<file path="src/rtl/rtc_pkg.sv">
package rtc_pkg;

    localparam int ADDR_W = 4;
    localparam int DATA_W = 8;

    localparam logic [ADDR_W-1:0] A_SEC   = 4'h0;
    localparam logic [ADDR_W-1:0] A_MIN   = 4'h1;
    localparam logic [ADDR_W-1:0] A_HOUR  = 4'h2;
    localparam logic [ADDR_W-1:0] A_WDAY  = 4'h3;
    localparam logic [ADDR_W-1:0] A_DATE  = 4'h4;
    localparam logic [ADDR_W-1:0] A_MON   = 4'h5;
    localparam logic [ADDR_W-1:0] A_YEAR  = 4'h6;
    localparam logic [ADDR_W-1:0] A_ASEC  = 4'h7;
    localparam logic [ADDR_W-1:0] A_AMIN  = 4'h8;
    localparam logic [ADDR_W-1:0] A_AHOUR = 4'h9;
    localparam logic [ADDR_W-1:0] A_AWDAY = 4'hA;
    localparam logic [ADDR_W-1:0] A_CTRL  = 4'hB;
    localparam logic [ADDR_W-1:0] A_STAT  = 4'hC;

    localparam int ALM_FIELDS = 4;

    typedef logic [DATA_W-1:0] byte_t;

    typedef struct packed {
        byte_t sec;
        byte_t min;
        byte_t hour;
        byte_t wday;
        byte_t date;
        byte_t mon;
        byte_t year;
    } clock_regs_t;

    typedef struct packed {
        byte_t sec;
        byte_t min;
        byte_t hour;
        byte_t wday;
    } alarm_regs_t;

    typedef struct packed {
        logic halt;
        logic irq_en;
    } ctrl_t;

    typedef struct packed {
        byte_t hour;
        logic  day_step;
    } hour_step_t;

    function automatic byte_t keep_bits(input logic [ADDR_W-1:0] a);
        case (a)
            A_SEC, A_MIN, A_HOUR:  keep_bits = 8'h7F;
            A_WDAY:                keep_bits = 8'h07;
            A_DATE:                keep_bits = 8'h3F;
            A_MON:                 keep_bits = 8'h1F;
            A_YEAR:                keep_bits = 8'hFF;
            A_ASEC, A_AMIN, A_AHOUR: keep_bits = 8'hFF;
            A_AWDAY:               keep_bits = 8'h87;
            A_CTRL:                keep_bits = 8'h81;
            default:               keep_bits = 8'h00;
        endcase
    endfunction

    function automatic byte_t bcd_inc(input byte_t v);
        if (v[3:0] == 4'd9) bcd_inc = {v[7:4] + 4'd1, 4'd0};
        else                bcd_inc = {v[7:4], v[3:0] + 4'd1};
    endfunction

    function automatic logic leap_year(input byte_t y);
        if (y[4]) leap_year = (y[3:0] == 4'd2) || (y[3:0] == 4'd6);
        else      leap_year = (y[3:0] == 4'd0) || (y[3:0] == 4'd4) || (y[3:0] == 4'd8);
    endfunction

    function automatic byte_t month_end(input byte_t m, input byte_t y);
        case (m)
            8'h02:                      month_end = leap_year(y) ? 8'h29 : 8'h28;
            8'h04, 8'h06, 8'h09, 8'h11: month_end = 8'h30;
            default:                    month_end = 8'h31;
        endcase
    endfunction

    function automatic hour_step_t next_hour(input byte_t h);
        hour_step_t r;
        r = '0;
        if (h[6]) begin
            if (h[4:0] == 5'h11) begin
                r.hour     = {2'b01, ~h[5], 5'h12};
                r.day_step = h[5];
            end else if (h[4:0] == 5'h12) begin
                r.hour = {2'b01, h[5], 5'h01};
            end else begin
                r.hour = {2'b01, h[5], 5'(bcd_inc({3'b000, h[4:0]}))};
            end
        end else begin
            if (h[5:0] == 6'h23) begin
                r.hour     = 8'h00;
                r.day_step = 1'b1;
            end else begin
                r.hour = {2'b00, 6'(bcd_inc({2'b00, h[5:0]}))};
            end
        end
        return r;
    endfunction

endpackage

</file>
<file path="src/rtl/rtc_timekeeper.sv">
module rtc_timekeeper
    import rtc_pkg::*;
(
    input  logic              clk,
    input  logic              rst,
    input  logic              tick,
    input  logic              halt,
    input  logic              wr_en,
    input  logic [ADDR_W-1:0] wr_addr,
    input  byte_t             wr_data,
    output clock_regs_t       now,
    output logic              tick_done
);

    localparam int NREG = 7;

    clock_regs_t nxt;
    hour_step_t  hs;
    logic        wr_time, step;
    logic        sec_wrap, min_wrap, hr_step, day_step, date_wrap, mon_wrap;

    assign wr_time = wr_en && (wr_addr <= A_YEAR);
    assign step    = tick && !halt && !wr_time;

    always_comb begin
        nxt       = now;
        hs        = next_hour(now.hour);
        sec_wrap  = (now.sec == 8'h59);
        min_wrap  = sec_wrap && (now.min == 8'h59);
        hr_step   = min_wrap;
        day_step  = hr_step && hs.day_step;
        date_wrap = day_step && (now.date == month_end(now.mon, now.year));
        mon_wrap  = date_wrap && (now.mon == 8'h12);

        nxt.sec = sec_wrap ? 8'h00 : bcd_inc(now.sec);
        if (sec_wrap) nxt.min  = (now.min == 8'h59) ? 8'h00 : bcd_inc(now.min);
        if (hr_step)  nxt.hour = hs.hour;
        if (day_step) begin
            nxt.wday = (now.wday == 8'h07) ? 8'h01 : bcd_inc(now.wday);
            nxt.date = (now.date == month_end(now.mon, now.year)) ? 8'h01 : bcd_inc(now.date);
        end
        if (date_wrap) nxt.mon  = (now.mon == 8'h12) ? 8'h01 : bcd_inc(now.mon);
        if (mon_wrap)  nxt.year = (now.year == 8'h99) ? 8'h00 : bcd_inc(now.year);
    end

    // Register file as an array view so writes decode with one generate loop.
    byte_t cur [NREG];
    byte_t inc [NREG];
    assign cur = '{now.sec, now.min, now.hour, now.wday, now.date, now.mon, now.year};
    assign inc = '{nxt.sec, nxt.min, nxt.hour, nxt.wday, nxt.date, nxt.mon, nxt.year};

    localparam byte_t RST_VAL [NREG] = '{8'h00, 8'h00, 8'h00, 8'h01, 8'h01, 8'h01, 8'h00};

    byte_t q [NREG];

    for (genvar i = 0; i < NREG; i++) begin : g_reg
        always_ff @(posedge clk) begin
            if (rst)
                q[i] <= RST_VAL[i];
            else if (wr_en && (wr_addr == ADDR_W'(i)))
                q[i] <= wr_data & keep_bits(ADDR_W'(i));
            else if (step)
                q[i] <= inc[i];
        end
    end

    assign now = '{sec: q[0], min: q[1], hour: q[2], wday: q[3], date: q[4], mon: q[5], year: q[6]};

    always_ff @(posedge clk) begin
        if (rst) tick_done <= 1'b0;
        else     tick_done <= step;
    end

    // halted clock with no write holds every time register
    p_halt_freeze_r7: assert property (@(posedge clk) disable iff (rst)
        (halt && !wr_time) |=> $stable(now));

    // seconds wrap to 00 after 59 on an accepted tick
    p_sec_wrap_r3: assert property (@(posedge clk) disable iff (rst)
        (tick && !halt && !wr_time && now.sec == 8'h59) |=> (now.sec == 8'h00));

    // a tick that coincides with a time write leaves seconds alone unless written
    p_write_drops_tick_r8: assert property (@(posedge clk) disable iff (rst)
        (tick && wr_en && wr_addr != A_SEC && wr_addr <= A_YEAR) |=> $stable(now.sec));

endmodule

</file>
<file path="src/rtl/rtc_alarm_unit.sv">
module rtc_alarm_unit
    import rtc_pkg::*;
(
    input  logic              clk,
    input  logic              rst,
    input  clock_regs_t       now,
    input  logic              tick_done,
    input  logic              wr_en,
    input  logic              rd_en,
    input  logic [ADDR_W-1:0] addr,
    input  byte_t             wr_data,
    output alarm_regs_t       alm,
    output logic              flag
);

    byte_t a [ALM_FIELDS];
    byte_t t [ALM_FIELDS];
    byte_t cmp_mask [ALM_FIELDS];
    logic [ALM_FIELDS-1:0] hit;
    logic  in_range, access, match;

    assign t        = '{now.sec, now.min, now.hour, now.wday};
    assign cmp_mask = '{8'h7F, 8'h7F, 8'h7F, 8'h07};
    assign in_range = (addr >= A_ASEC) && (addr <= A_AWDAY);
    assign access   = (wr_en || rd_en) && in_range;

    for (genvar i = 0; i < ALM_FIELDS; i++) begin : g_field
        always_ff @(posedge clk) begin
            if (rst)
                a[i] <= '0;
            else if (wr_en && addr == A_ASEC + ADDR_W'(i))
                a[i] <= wr_data & keep_bits(A_ASEC + ADDR_W'(i));
        end
        assign hit[i] = a[i][7] || ((a[i] & cmp_mask[i]) == (t[i] & cmp_mask[i]));
    end

    assign match = &hit;
    assign alm   = '{sec: a[0], min: a[1], hour: a[2], wday: a[3]};

    always_ff @(posedge clk) begin
        if (rst)                     flag <= 1'b0;
        else if (tick_done && match) flag <= 1'b1;
        else if (access)             flag <= 1'b0;
    end

    // the flag only rises after an accepted tick
    p_rise_after_tick_r10: assert property (@(posedge clk) disable iff (rst)
        $rose(flag) |-> $past(tick_done));

    // an alarm register access with no concurrent match clears the flag
    p_access_clears_r11: assert property (@(posedge clk) disable iff (rst)
        (access && !tick_done) |=> !flag);

    // all masks set means every accepted tick raises the flag
    p_every_second_r9: assert property (@(posedge clk) disable iff (rst)
        (tick_done && a[0][7] && a[1][7] && a[2][7] && a[3][7]) |=> flag);

endmodule

</file>
<file path="src/rtl/rtc_calendar_alarm.sv">
module rtc_calendar_alarm
    import rtc_pkg::*;
(
    input  logic              clk,
    input  logic              rst,
    input  logic              tick_1hz,
    input  logic [ADDR_W-1:0] reg_addr,
    input  logic [DATA_W-1:0] reg_wdata,
    input  logic              reg_wr,
    input  logic              reg_rd,
    output logic [DATA_W-1:0] reg_rdata,
    output logic              irq_o
);

    clock_regs_t now;
    alarm_regs_t alm;
    ctrl_t       ctrl;
    logic        tick_done, flag;

    always_ff @(posedge clk) begin
        if (rst)
            ctrl <= '0;
        else if (reg_wr && reg_addr == A_CTRL)
            ctrl <= '{halt: reg_wdata[7], irq_en: reg_wdata[0]};
    end

    rtc_timekeeper u_time (
        .clk       (clk),
        .rst       (rst),
        .tick      (tick_1hz),
        .halt      (ctrl.halt),
        .wr_en     (reg_wr),
        .wr_addr   (reg_addr),
        .wr_data   (reg_wdata),
        .now       (now),
        .tick_done (tick_done)
    );

    rtc_alarm_unit u_alarm (
        .clk       (clk),
        .rst       (rst),
        .now       (now),
        .tick_done (tick_done),
        .wr_en     (reg_wr),
        .rd_en     (reg_rd),
        .addr      (reg_addr),
        .wr_data   (reg_wdata),
        .alm       (alm),
        .flag      (flag)
    );

    always_comb begin
        case (reg_addr)
            A_SEC:   reg_rdata = now.sec;
            A_MIN:   reg_rdata = now.min;
            A_HOUR:  reg_rdata = now.hour;
            A_WDAY:  reg_rdata = now.wday;
            A_DATE:  reg_rdata = now.date;
            A_MON:   reg_rdata = now.mon;
            A_YEAR:  reg_rdata = now.year;
            A_ASEC:  reg_rdata = alm.sec;
            A_AMIN:  reg_rdata = alm.min;
            A_AHOUR: reg_rdata = alm.hour;
            A_AWDAY: reg_rdata = alm.wday;
            A_CTRL:  reg_rdata = {ctrl.halt, 6'b0, ctrl.irq_en};
            A_STAT:  reg_rdata = {7'b0, flag};
            default: reg_rdata = '0;
        endcase
    end

    assign irq_o = flag && ctrl.irq_en;

    // nothing is pending in the first cycle after reset
    p_quiet_after_reset_r1: assert property (@(posedge clk)
        $fell(rst) |-> !irq_o);

endmodule

</file>
<file path="config.mk">
export PLATFORM = sky130hd
export DESIGN_NAME = rtc_calendar_alarm
export DESIGN_NICKNAME = d
export VERILOG_FILES = /design/src/rtl/rtc_pkg.sv /design/src/rtl/rtc_timekeeper.sv /design/src/rtl/rtc_alarm_unit.sv /design/src/rtl/rtc_calendar_alarm.sv
export SDC_FILE = /design/constraint.sdc
export NUM_CORES = 1
export LEC_CHECK = 0
export ABC_CLOCK_PERIOD_IN_PS = 6500
export BUFFER_PORTS_ARGS = -buffer_cell sky130_fd_sc_hd__buf_2
export CAP_MARGIN = 20
export CORE_MARGIN = 4
export CORE_UTILIZATION = 55
export CTS_CLUSTER_DIAMETER = 200
export DETAILED_ROUTE_END_ITERATION = 10
export PLACE_DENSITY = 0.77
export SLEW_MARGIN = 20
export SYNTH_ARGS = -nofsm -noshare
export SYNTH_HDL_FRONTEND = slang
export SYNTH_HIERARCHICAL = 1
export SYNTH_SLANG_ARGS = --single-unit
</file>
<file path="constraint.sdc">
create_clock -name clk -period 6.5 [get_ports clk]
set_input_delay 1.3 -clock clk [delete_from_list [all_inputs] [get_ports clk]]
set_output_delay 1.3 -clock clk [all_outputs]
set_load 0.005 [all_outputs]
</file>
# Word level (Yosys, flattened, before mapping)

Memory sizes are Yosys's and may differ from the RTL's.
Cells that the tools add are included.

Add/subtract/negate cells: 15
Magnitude comparators: 3
Equality and inequality tests: 42
Multiplexer cells: 111
Bitwise gates (word level): 19
Reduce and logical (&&, ||, !) cells: 38

Operator list:

| operator                                            | count |
|---|---|
| 2-to-1 mux 8 bit                                    | 35 |
| case mux 8 bit (13 select lines)                    | 1 |
| 2-to-1 mux 1 bit                                    | 66 |
| adder 4 x 1 -> 4 bit, second input constant         | 13 |
| equality test 4 bit, second input constant          | 13 |
| case mux 8 bit (2 select lines)                     | 2 |
| equality test 4 x 3 -> 1 bit, second input constant | 6 |
| equality test 8 x 3 -> 1 bit, second input constant | 3 |
| logical AND 1 bit                                   | 23 |
| equality test 7 bit                                 | 3 |
| 2-to-1 mux 6 bit                                    | 3 |
| bitwise OR 1 bit                                    | 18 |
| equality test 8 x 5 -> 1 bit, second input constant | 2 |
| equality test 8 x 7 -> 1 bit, second input constant | 2 |
| equality test 8 bit                                 | 2 |
| 2-to-1 mux 16 bit                                   | 1 |
| equality test 4 x 2 -> 1 bit, second input constant | 3 |
| equality test 5 bit, second input constant          | 2 |
| 2-to-1 mux 5 bit                                    | 2 |
| 2-to-1 mux 9 bit                                    | 1 |
| equality test 8 x 2 -> 1 bit, second input constant | 1 |
| equality test 8 x 4 -> 1 bit, second input constant | 1 |
| equality test 8 bit, second input constant          | 1 |
| logical NOT 4 bit                                   | 2 |
| other kinds (14)                                    | 22 |

Flip-flop bits (word level): 4
Memory bits (writable): 88
Bits of input ports: 17
Logic and storage cells: 234
Memories: 2

Memories:

| name      | depth | width | rd ports | clocked after Yosys merged registers in | write ports | RTL line             | RTL |
|---|---|---|---|---|---|---|---|
| u_time.q  | 7     | 8     | 7        | 0                                       | 7           | rtc_timekeeper.sv:54 | `byte_t q [NREG];` |
| u_alarm.a | 4     | 8     | 4        | 0                                       | 4           | rtc_alarm_unit.sv:16 | `byte_t a [ALM_FIELDS];` |

# Longest topological paths before layout

Gate-level depths: netlist (run 1).
An unclocked memory read counts as a cell.

Depth after elaboration: 15
Mapped depth: 8

# Cells and area by module

Netlist (run 1), hierarchy kept.

Modules (own cells, without submodules):

| module             | times used | cells each | area each (um2) | sequential area each (um2) |
|---|---|---|---|---|
| rtc_timekeeper     | 1          | 372        | 3,693.5         | 1,671.6 |
| rtc_alarm_unit     | 1          | 115        | 1,465.2         | 860.8 |
| rtc_calendar_alarm | 1          | 138        | 1,078.5         | 40.0 |

# Worst setup path after synthesis (run 1)

Ideal clock, no wire load.

Kind: input -> output
Start point: input reg_addr[2]
End point: output reg_rdata[3]
Data arrival time: 2,209 ps
Required time: 5,200 ps
Setup slack: 2,991 ps
Stages: 6
Path buffers: 2
Cells stage by stage: buf_6 > buf_8 > mux2_4 > a32o_1 > nand2_1 > nand4_1

Cells in the longest elaborated chain, start to end: 2
Elaborated cells on any way between the ends: 14

Ends and longest elaborated chain:

| element                                     | RTL line                 | RTL |
|---|---|---|
| start, declared                             | rtc_calendar_alarm.sv:7  | `input logic [ADDR_W-1:0] reg_addr,` |
| equality test 4 bit (tied with other cells) | rtc_calendar_alarm.sv:53 | `case (reg_addr)` |
| case mux 8 bit (13 select lines) (*)        | rtc_calendar_alarm.sv:53 |  |
| end, declared                               | rtc_calendar_alarm.sv:11 | `output logic [DATA_W-1:0] reg_rdata,` |

Mark *: on every way between the ends. The rest lies on a longest branch, timed or not.

# Final worst setup path (run 1)

Start point: input reg_addr[2]
End point: output reg_rdata[7]

Same word-level chain as after synthesis.

==> impl_metrics.py, run 1 <==
metrics = {
    "critical_path": {
        "cp.arrival_ps": 3150,
        "critPathBufInv": 2,
        "cp_slowest_cell": "buf_2",
        "startpoint_type": "input port",
        "path_depth": 6,
        "worstPathRequired_ps": 5200,
        "crit_start": "reg_addr[2]",
        "worst-r2r-cell-count": 8,
        "critPathKind": "input port to output port",
        "r2r_slack_ps": 3280,
        "cp_max_fo": 43,
        "crit_chain": "buf_2 > nor2b_4 > a32o_1 > a22oi_1 > o211ai_1 > buf_2",
        "cp_top_family": "buffers and inverters",
        "critPathMostFrequentCell": "buf_2",
        "endpoint": "reg_rdata[7]",
        "r2r-end": "u_time/q[6][4]$_DFFE_PP_",
        "critical-path-max-stage-delay_ps": 680,
        "end_kind": "output port",
        "r2r_start": "u_time/q[1][1]$_DFFE_PP_",
    },
    "drt": {
        "dr.pass1.iters": 6,
        "vias_per_cell": 6.689,
        "ant_nets": 0,
        "wl_per_cell_um": 23.80,
        "first_iter_violations": 784,
        "routed_wl_mm": 18.52,
        "drc": 0,
        "vias": 5204,
    },
    "finish": {
        "fillers": 907,
        "layout-drive-gt1-share_pct": 10.66,
        "final_cell_mix": "edfxtp_1, nand2_1, nor2_1",
        "ff_latch_area_um2": 2572,
        "syn_to_final_growth_pct": 6.078,
        "final_nets": 667,
        "n_antenna_cell": 0,
        "final_common_cell": "edfxtp_1",
        "final_area_um2": 6616,
        "multiInputGateArea_um2": 3329,
        "fin_util_pct": 60.24,
    },
    "timing": {
        "holdWs_ps": 542.3,
        "slew_headroom_pct": 23.32,
        "setup_slack_ps": 2048,
        "hold_viol_final": 0,
        "min_period_over_period_pct": 68.49,
        "final.setup_skew_ps": 8.718,
        "worst_slew_pin_slew_ps": 1140,
        "max_freq_mhz": 224.6,
        "setup_viol": 0,
        "drv_slew": 0,
        "fin_setup_tns_ps": 0,
        "rsz0062_at_grt": "false",
        "layout_min_cycle_time_ps": 4452,
    },
    "synthesis": {
        "async_reset_ff_share_pct": 0,
        "synth-seq-cells": 87,
        "synth_seq_area_share_pct": 41.24,
        "syn_area_um2": 6237,
        "synth_edf_count": 83,
        "syn_avg_cell_area_um2": 9.980,
        "syn_inst": 625,
        "synth_top_area_share_pct": 39.96,
        "synth_area_leaders": "edfxtp_1, nand2_1, xor2_1",
        "synth.distinct_cells": 79,
        "synth_warnings": 6,
        "yosys.area.top_type": "edfxtp_1",
        "synth_flop_cell": "edfxtp_1",
    },
    "placement": {
        "placed_area_um2": 6306,
        "pre_cts_slack_ps": 2121,
        "port_buffers": 25,
        "place_congestion": 0.9485,
        "dpl.hpwl_mm": 13.24,
    },
    "die": {
        "core_area_um2": 10980,
        "die_h_um": 114.5,
        "die-area_um2": 13110,
        "io_pins": 26,
        "std_cell_rows": 38,
        "die_w_um": 114.5,
        "start_util_pct": 56.79,
    },
    "clocking": {
        "clkTransAtPathRegs_ps": 60,
        "cts_tree": "done",
        "root_buffer": "clkbuf_16",
        "post_cts_buffers": 0,
        "cts_made_buffers": 9,
        "cts_resized": 0,
        "clock-sinks": 87,
        "htreeDepth": 3,
        "clk_latency_ps": 350,
        "ctsHoldBuffers": 0,
        "cts_buffer_depth": 2,
    },
    "grt": {
        "antenna_found_initial": 0,
        "grt_max_degree": 48,
        "grt_pass1_vias": 4973,
        "grt_pass1_wl_mm": 28.35,
        "grt_overflow_total": 0,
        "track_usage_pct": 29.09,
    },
    "power_and_ir_drop": {
        "irDropWorstVdd_mv": 0.1727,
        "leakage_nw": 2.408,
        "power_density_nw_per_um2": 219.5,
    },
    "job": {
        "cap_violations": 0,
    },
    "outcome": {
        "outcome": "completed",
    },
    "hold_path": {
        "hp-class": "flip-flop to flip-flop",
    },
}
-- worst min-delay path by stage --
stage,to,cells after the start,start,slack (ps)
finish,u_alarm/flag$_SDFFE_PP0P_,2,u_time/tick_done$_SDFF_PP0_,540
global placement,u_alarm/flag$_SDFFE_PP0P_,2,u_time/tick_done$_SDFF_PP0_,500
CTS,u_alarm/flag$_SDFFE_PP0P_,2,u_time/tick_done$_SDFF_PP0_,540
floorplan,ctrl[0]$_SDFFE_PP0P_,2,ctrl[0]$_SDFFE_PP0P_,480
detailed placement,u_alarm/flag$_SDFFE_PP0P_,2,u_time/tick_done$_SDFF_PP0_,510
global route,u_alarm/flag$_SDFFE_PP0P_,2,u_time/tick_done$_SDFF_PP0_,560
-- state kept, by name (all words and copies together), names as in the netlist --
name              count
u_alarm/a            28
u_time/q             55
u_time/tick_done      1
ctrl                  2
u_alarm/flag          1
-- logic make-up after synthesis --
group	count (synthesis)	share of synthesized area, %
compound gates	138	15.73
buf+inv	59	5.637
fa+ha+maj	17	3.410
flops	87	41.24
mux	27	5.196
other cells	2	0.1204
xor+xnor	48	6.740
simple gates	247	21.93
-- cell type report --
type / instances / area share, %
well taps: 140 / 2.648
repair buffers: 26 / 2.005
flip-flops and latches: 87 / 38.88
clock buffers: 11 / 3.517
clock inverters: 5 / 1.097
inverters: 27 / 1.532
multi-input cells: 482 / 50.32
-- metrics by stage --
stage / instances / power [mW]
finish: 778 / 1.452
global route: 778 / 1.507
CTS: 778 / 1.452
detailed placement: 762 / 0.9081
global placement: 762 / 0.9021
floorplan: 628 / 0.8398
-- worst reg2reg max path, delay by kind of cell, from the launching register on --
family | cells | cell delay (ps)
AO/OA/AOI/OAI | 2 | 1410
AND/OR/NAND/NOR | 3 | 590
flip-flops | 1 | 500
buffers and inverters | 2 | 220
adder cells (fa/ha/maj) | 1 | 130
-- routing by layer --
metal  share of wire, %  up-vias  track usage (%)
met1                 40     2492            38.91
li1                   -     2316                -
met3                9.8       71            6.924
met5                  0        -                0
met2                 46      325            43.97
met4                4.3        0            14.81
-- cells in the mapped netlist (12+ instances only) --
library cell  number
nand3b_1          12
nor2_1            35
nor3_1            16
mux2i_1           14
edfxtp_1          83
nand2b_1          12
nand3_1           27
a21oi_1           17
nand2_1           63
o21ai_1           19
buf_4             14
ha_1              17
xor2_1            26
a22o_1            12
o21ai_0           30
inv_1             25
and2_1            30
xnor2_1           22
-- power by group --
group | internal (mW) | switching [mW] | leakage, nW
clock | 0.334 | 0.213 | 0.149
sequential | 0.650 | 0.0558 | 0.863
combinational | 0.0794 | 0.120 | 1.40
Note: power is estimated with default switching activity, not from simulation.
==> run 2: changes to the inputs <==
--- a/config.mk
+++ b/config.mk
@@ -5,14 +5,14 @@
 export SDC_FILE = /design/constraint.sdc
 export NUM_CORES = 1
 export LEC_CHECK = 0
-export ABC_CLOCK_PERIOD_IN_PS = 6500
+export ABC_CLOCK_PERIOD_IN_PS = 3900
 export BUFFER_PORTS_ARGS = -buffer_cell sky130_fd_sc_hd__buf_2
 export CAP_MARGIN = 20
 export CORE_MARGIN = 4
 export CORE_UTILIZATION = 55
 export CTS_CLUSTER_DIAMETER = 200
 export DETAILED_ROUTE_END_ITERATION = 10
-export PLACE_DENSITY = 0.77
+export PLACE_DENSITY = 0.8
 export SLEW_MARGIN = 20
 export SYNTH_ARGS = -nofsm -noshare
 export SYNTH_HDL_FRONTEND = slang
==> constraint.sdc (replaced) <==
create_clock -name clk -period 3.9 [get_ports clk]
set_input_delay 0.78 -clock clk [delete_from_list [all_inputs] [get_ports clk]]
set_output_delay 0.78 -clock clk [all_outputs]
set_load 0.005 [all_outputs]
==> run 2 against run 1 <==
Worst hold slack better by 6.2 ps; utilization up 1.2 points; die area unchanged; register-to-register slack worse by 2200 ps; clock skew about the same; critical path type unchanged.
==> impl_metrics.py, run 2 (synthesized netlist as in run 1, its figures left out) <==
metrics = {
    "drt": {
        "drc": 0,
        "vias_per_cell": 6.805,
        "ant_nets": 0,
        "dr.pass1.iters": 6,
        "wl_per_cell_um": 24.33,
        "vias": 5362,
        "first_iter_violations": 952,
        "routed_wl_mm": 19.17,
    },
    "clocking": {
        "cts_buffer_depth": 2,
        "cts_resized": 0,
        "clkTransAtPathRegs_ps": 60,
        "cts_tree": "done",
        "cts_made_buffers": 9,
        "ctsHoldBuffers": 0,
        "root_buffer": "clkbuf_16",
        "htreeDepth": 3,
        "post_cts_buffers": 0,
        "clock-sinks": 87,
        "clk_latency_ps": 350,
    },
    "grt": {
        "antenna_found_initial": 0,
        "track_usage_pct": 29.99,
        "grt_max_degree": 30,
        "grt_overflow_total": 0,
        "grt_pass1_vias": 5161,
        "grt_pass1_wl_mm": 29.32,
    },
    "finish": {
        "layout-drive-gt1-share_pct": 12.35,
        "final_nets": 677,
        "final_common_cell": "edfxtp_1",
        "fin_util_pct": 61.39,
        "fin_cells": 788,
        "reg_top3": "u_time/q: 55 flops, u_alarm/a: 28 flops, ctrl: 2 flops",
        "n_antenna_cell": 0,
        "final_area_um2": 6743,
        "fillers": 896,
        "final_cell_mix": "edfxtp_1, nand2_1, nor2_1",
        "largest_register": "u_time/q",
        "syn_to_final_growth_pct": 8.104,
        "largest_reg_flops": 55,
    },
    "timing": {
        "holdWs_ps": 548.5,
        "fin_setup_tns_ps": 0,
        "min_period_over_period_pct": 83.39,
        "max_freq_mhz": 307.5,
        "slew_headroom_pct": 37.06,
        "hold_viol_final": 0,
        "layout_min_cycle_time_ps": 3252,
        "final.setup_skew_ps": 8.933,
        "drv_slew": 0,
        "worst_slew_pin_slew_ps": 936.9,
        "setup_viol": 0,
        "rsz0062_at_grt": "false",
        "setup_slack_ps": 647.8,
    },
    "placement": {
        "port_buffers": 25,
        "place_congestion": 1.033,
        "placedCellCount": 772,
        "dpl.hpwl_mm": 13.79,
        "placed_area_um2": 6381,
        "pre_cts_slack_ps": 612.9,
    },
    "die": {
        "std_cell_rows": 38,
        "core_area_um2": 10980,
        "die-area_um2": 13110,
        "die_h_um": 114.5,
        "die_w_um": 114.5,
        "io_pins": 26,
        "start_util_pct": 56.79,
    },
    "job": {
        "cap_violations": 0,
    },
    "power_and_ir_drop": {
        "p_int_mw": 1.911,
        "power_density_nw_per_um2": 383.1,
        "p_total_mw": 2.583,
        "p_seq_share_pct": 45.8,
        "irDropWorstVdd_mv": 0.3829,
        "switchingPower_mw": 0.6714,
        "power_frac_clock_pct": 41.1,
        "leakage_nw": 2.480,
        "swShare_pct": 25.99,
        "power_frac_comb_pct": 13.1,
    },
    "hold_path": {
        "hp-class": "flip-flop to flip-flop",
    },
    "outcome": {
        "outcome": "completed",
    },
    "critical_path": {
        "critPathKind": "input port to output port",
        "cp.arrival_ps": 2470,
        "worstPathRequired_ps": 3120,
        "end_kind": "output port",
        "startpoint_type": "input port",
        "cp_max_fo": 26,
    },
}
## run 2: changes by cell type in the layout (fill, tap and decap cells not counted)
cell	change
clkinv_1	-2
clkinvlp_4	+1
bufinv_16	+2
buf_4	+10
o21ai_0	+1
o31ai_2	-1
o31ai_1	+1
o21ai_1	-1
clkbuf_1	-1
## run 2: metal layers
metal | wire (um) | GRT usage, %
met5 | 0 | 0
met3 | 2212 | 7.875
met2 | 8413 | 45.83
met1 | 7362 | 39.01
met4 | 1185 | 15.76
## run 2: final timing paths
| kind | startpoint | to | slack (ps) | depth (start not counted) |
|---|---|---|---|---|
| setup / recovery | reg_addr[2] | reg_rdata[0] | 650 | 7 |
| hold / removal | ctrl[1]$_SDFFE_PP0P_ | ctrl[1]$_SDFFE_PP0P_ | 550 | 2 |
| setup reg to reg | u_time/q[1][1]$_DFFE_PP_ | u_time/q[6][7]$_DFFE_PP_ | 1060 | 9 |
| hold reg to reg | ctrl[1]$_SDFFE_PP0P_ | ctrl[1]$_SDFFE_PP0P_ | 550 | 2 |
## run 2: cell type report
| class | instances | area, um2 | share of cell area (%) |
|---|---|---|---|
| flip-flops and latches | 87 | 2572 | 38.15 |
| well taps | 140 | 175.2 | 2.598 |
| inverters | 27 | 101.3 | 1.503 |
| multi-input cells | 482 | 3324 | 49.30 |
| clock buffers | 10 | 229.0 | 3.396 |
| repair buffers | 36 | 207.7 | 3.080 |
| clock inverters | 6 | 132.6 | 1.967 |
## run 2: power groups by stage
| stage | combinational, mW | clock (mW) | sequential, mW |
|---|---|---|---|
| after floorplan | 0.251 | 0 | 1.15 |
| after global placement | 0.317 | 0 | 1.19 |
| after detailed placement | 0.327 | 0 | 1.19 |
| after CTS | 0.331 | 1.07 | 1.18 |
| after global routing | 0.365 | 1.11 | 1.19 |
| final | 0.339 | 1.06 | 1.18 |
## run 2: critical path, stage by stage
cell,delay (ps)
buf_2,460
buf_4,320
mux2_2,360
a21oi_1,170
o21ai_1,70
o2bb2ai_1,150
buf_2,150
==> run 3: changes to the inputs <==
--- a/config.mk
+++ b/config.mk
@@ -5,14 +5,14 @@
 export SDC_FILE = /design/constraint.sdc
 export NUM_CORES = 1
 export LEC_CHECK = 0
-export ABC_CLOCK_PERIOD_IN_PS = 3900
+export ABC_CLOCK_PERIOD_IN_PS = 3200
 export BUFFER_PORTS_ARGS = -buffer_cell sky130_fd_sc_hd__buf_2
 export CAP_MARGIN = 20
 export CORE_MARGIN = 4
 export CORE_UTILIZATION = 55
 export CTS_CLUSTER_DIAMETER = 200
 export DETAILED_ROUTE_END_ITERATION = 10
-export PLACE_DENSITY = 0.8
+export PLACE_DENSITY = 0.77
 export SLEW_MARGIN = 20
 export SYNTH_ARGS = -nofsm -noshare
 export SYNTH_HDL_FRONTEND = slang
==> constraint.sdc (replaced) <==
create_clock -name clk -period 3.2 [get_ports clk]
set_input_delay 0.64 -clock clk [delete_from_list [all_inputs] [get_ports clk]]
set_output_delay 0.64 -clock clk [all_outputs]
set_load 0.005 [all_outputs]
==> run 3 against run 2 <==
Cell count up 1.4%; critical path depth decreased by 1; clock-buffer cell count increased by 1; die area unchanged; worst hold slack got worse by 18 ps; sequential share of layout area shrank 0.22 points; utilization grew 0.35 points; largest power group unchanged; sequential power rose by 22%; via count fell by 0.28%; highest routed layer is now met5; non-clock buffer count increased by 11.
==> impl_metrics.py, run 3 (synthesized netlist as in run 1, its figures left out) <==
metrics = {
    "drt": {
        "vias_per_cell": 6.692,
        "dr.pass1.iters": 6,
        "routed_wl_mm": 19.01,
        "ant_nets": 0,
        "vias": 5347,
        "wl_per_cell_um": 23.79,
        "drc": 0,
        "first_iter_violations": 727,
    },
    "power_and_ir_drop": {
        "power_density_nw_per_um2": 438.0,
        "leakage_nw": 2.516,
        "irDropWorstVdd_mv": 0.5001,
    },
    "critical_path": {
        "critPathKind": "input port to output port",
        "cp_max_fo": 11,
        "cp.arrival_ps": 2230,
        "end_kind": "output port",
        "startpoint_type": "input port",
        "worstPathRequired_ps": 2560,
    },
    "timing": {
        "rsz0062_at_grt": "false",
        "setup_viol": 0,
        "hold_viol_final": 0,
        "max_freq_mhz": 348.9,
        "worst_slew_pin_slew_ps": 743.3,
        "drv_slew": 0,
        "fin_setup_tns_ps": 0,
        "layout_min_cycle_time_ps": 2866,
        "holdWs_ps": 530.7,
        "final.setup_skew_ps": 6.724,
        "slew_headroom_pct": 50.06,
        "min_period_over_period_pct": 89.56,
    },
    "finish": {
        "n_antenna_cell": 0,
        "ff_latch_area_um2": 2572,
        "syn_to_final_growth_pct": 8.726,
        "multiInputGateArea_um2": 3324,
        "largest_reg_flops": 55,
        "final_nets": 688,
        "final_common_cell": "edfxtp_1",
        "largest_register": "u_time/q",
        "final_cell_mix": "edfxtp_1, nand2_1, nor2_1",
        "layout-drive-gt1-share_pct": 13.35,
        "fillers": 899,
        "reg_top3": "u_time/q: 55 flops, u_alarm/a: 28 flops, ctrl: 2 flops",
        "final_area_um2": 6782,
    },
    "hold_path": {
        "hp-class": "flip-flop to flip-flop",
    },
    "die": {
        "std_cell_rows": 38,
        "core_area_um2": 10980,
        "io_pins": 26,
        "die-area_um2": 13110,
        "start_util_pct": 56.79,
        "die_h_um": 114.5,
        "die_w_um": 114.5,
    },
    "placement": {
        "place_congestion": 0.9538,
        "dpl.hpwl_mm": 13.85,
        "port_buffers": 25,
        "placed_area_um2": 6476,
    },
    "clocking": {
        "cts_resized": 0,
        "cts_tree": "done",
        "clock-sinks": 87,
        "ctsHoldBuffers": 0,
        "cts_made_buffers": 9,
        "htreeDepth": 3,
        "post_cts_buffers": 0,
        "root_buffer": "clkbuf_16",
        "clkTransAtPathRegs_ps": 60,
        "clk_latency_ps": 350,
        "cts_buffer_depth": 2,
    },
    "grt": {
        "grt_max_degree": 34,
        "antenna_found_initial": 1,
        "grt_overflow_total": 0,
        "grt_pass1_vias": 5090,
        "grt_pass1_wl_mm": 28.43,
        "track_usage_pct": 29.28,
    },
    "job": {
        "cap_violations": 0,
    },
    "outcome": {
        "outcome": "completed",
    },
}
==> run 3: final cells by class <==
class,count,area share [%]
Timing Repair Buffer,47,4.465
Tap cell,140,2.583
Multi-Input combinational cell,482,49.02
Clock buffer,11,3.432
Clock inverter,5,1.070
Sequential cell,87,37.93
Inverter,27,1.494
==> run 3: worst max-delay path, stage by stage <==
cell and delay, ps:
buf_2 210, nor2b_1 560, a221oi_1 200, or3_1 390, o211ai_2 90, buf_2 140
==> run 3: final timing paths <==
check | to | depth (start not counted) | slack (ps) | startpoint
setup / recovery | reg_rdata[4] | 6 | 330 | reg_addr[3]
hold reg to reg | u_alarm/flag$_SDFFE_PP0P_ | 2 | 530 | u_time/tick_done$_SDFF_PP0_
setup reg to reg | u_time/q[6][7]$_DFFE_PP_ | 9 | 370 | u_time/q[1][1]$_DFFE_PP_
hold / removal | u_alarm/flag$_SDFFE_PP0P_ | 2 | 530 | u_time/tick_done$_SDFF_PP0_
==> run 3: through the flow <==
stage / total power, mW / setup slack (ps) / instances / util [%]
after global placement: 1.854 / 248.6 / 783 / 58.97
after CTS: 2.963 / 358.0 / 799 / 61.75
after detailed placement: 1.869 / 198.0 / 783 / 58.97
final: 2.970 / 334.1 / 799 / 61.75
after global routing: 3.061 / 270.0 / 799 / 61.75
after floorplan: 1.706 / 525.6 / 628 / -
==> run 3: routing by layer <==
layer  share of wire [%]  vias to the layer above  GRT usage (%)
met3                 9.4                       75          5.867
met4                 5.2                        2          16.71
met1                  40                     2584          39.49
li1                    -                     2362              -
met5               0.042                        -              0
met2                  45                      324          43.85
==> run 3: report_power, final <==
group,switching (mW),leakage [nW],internal [mW]
Sequential,0.117,0.863,1.32
Combinational,0.250,1.50,0.177
Clock,0.428,0.149,0.678
Total,0.795,2.52,2.17
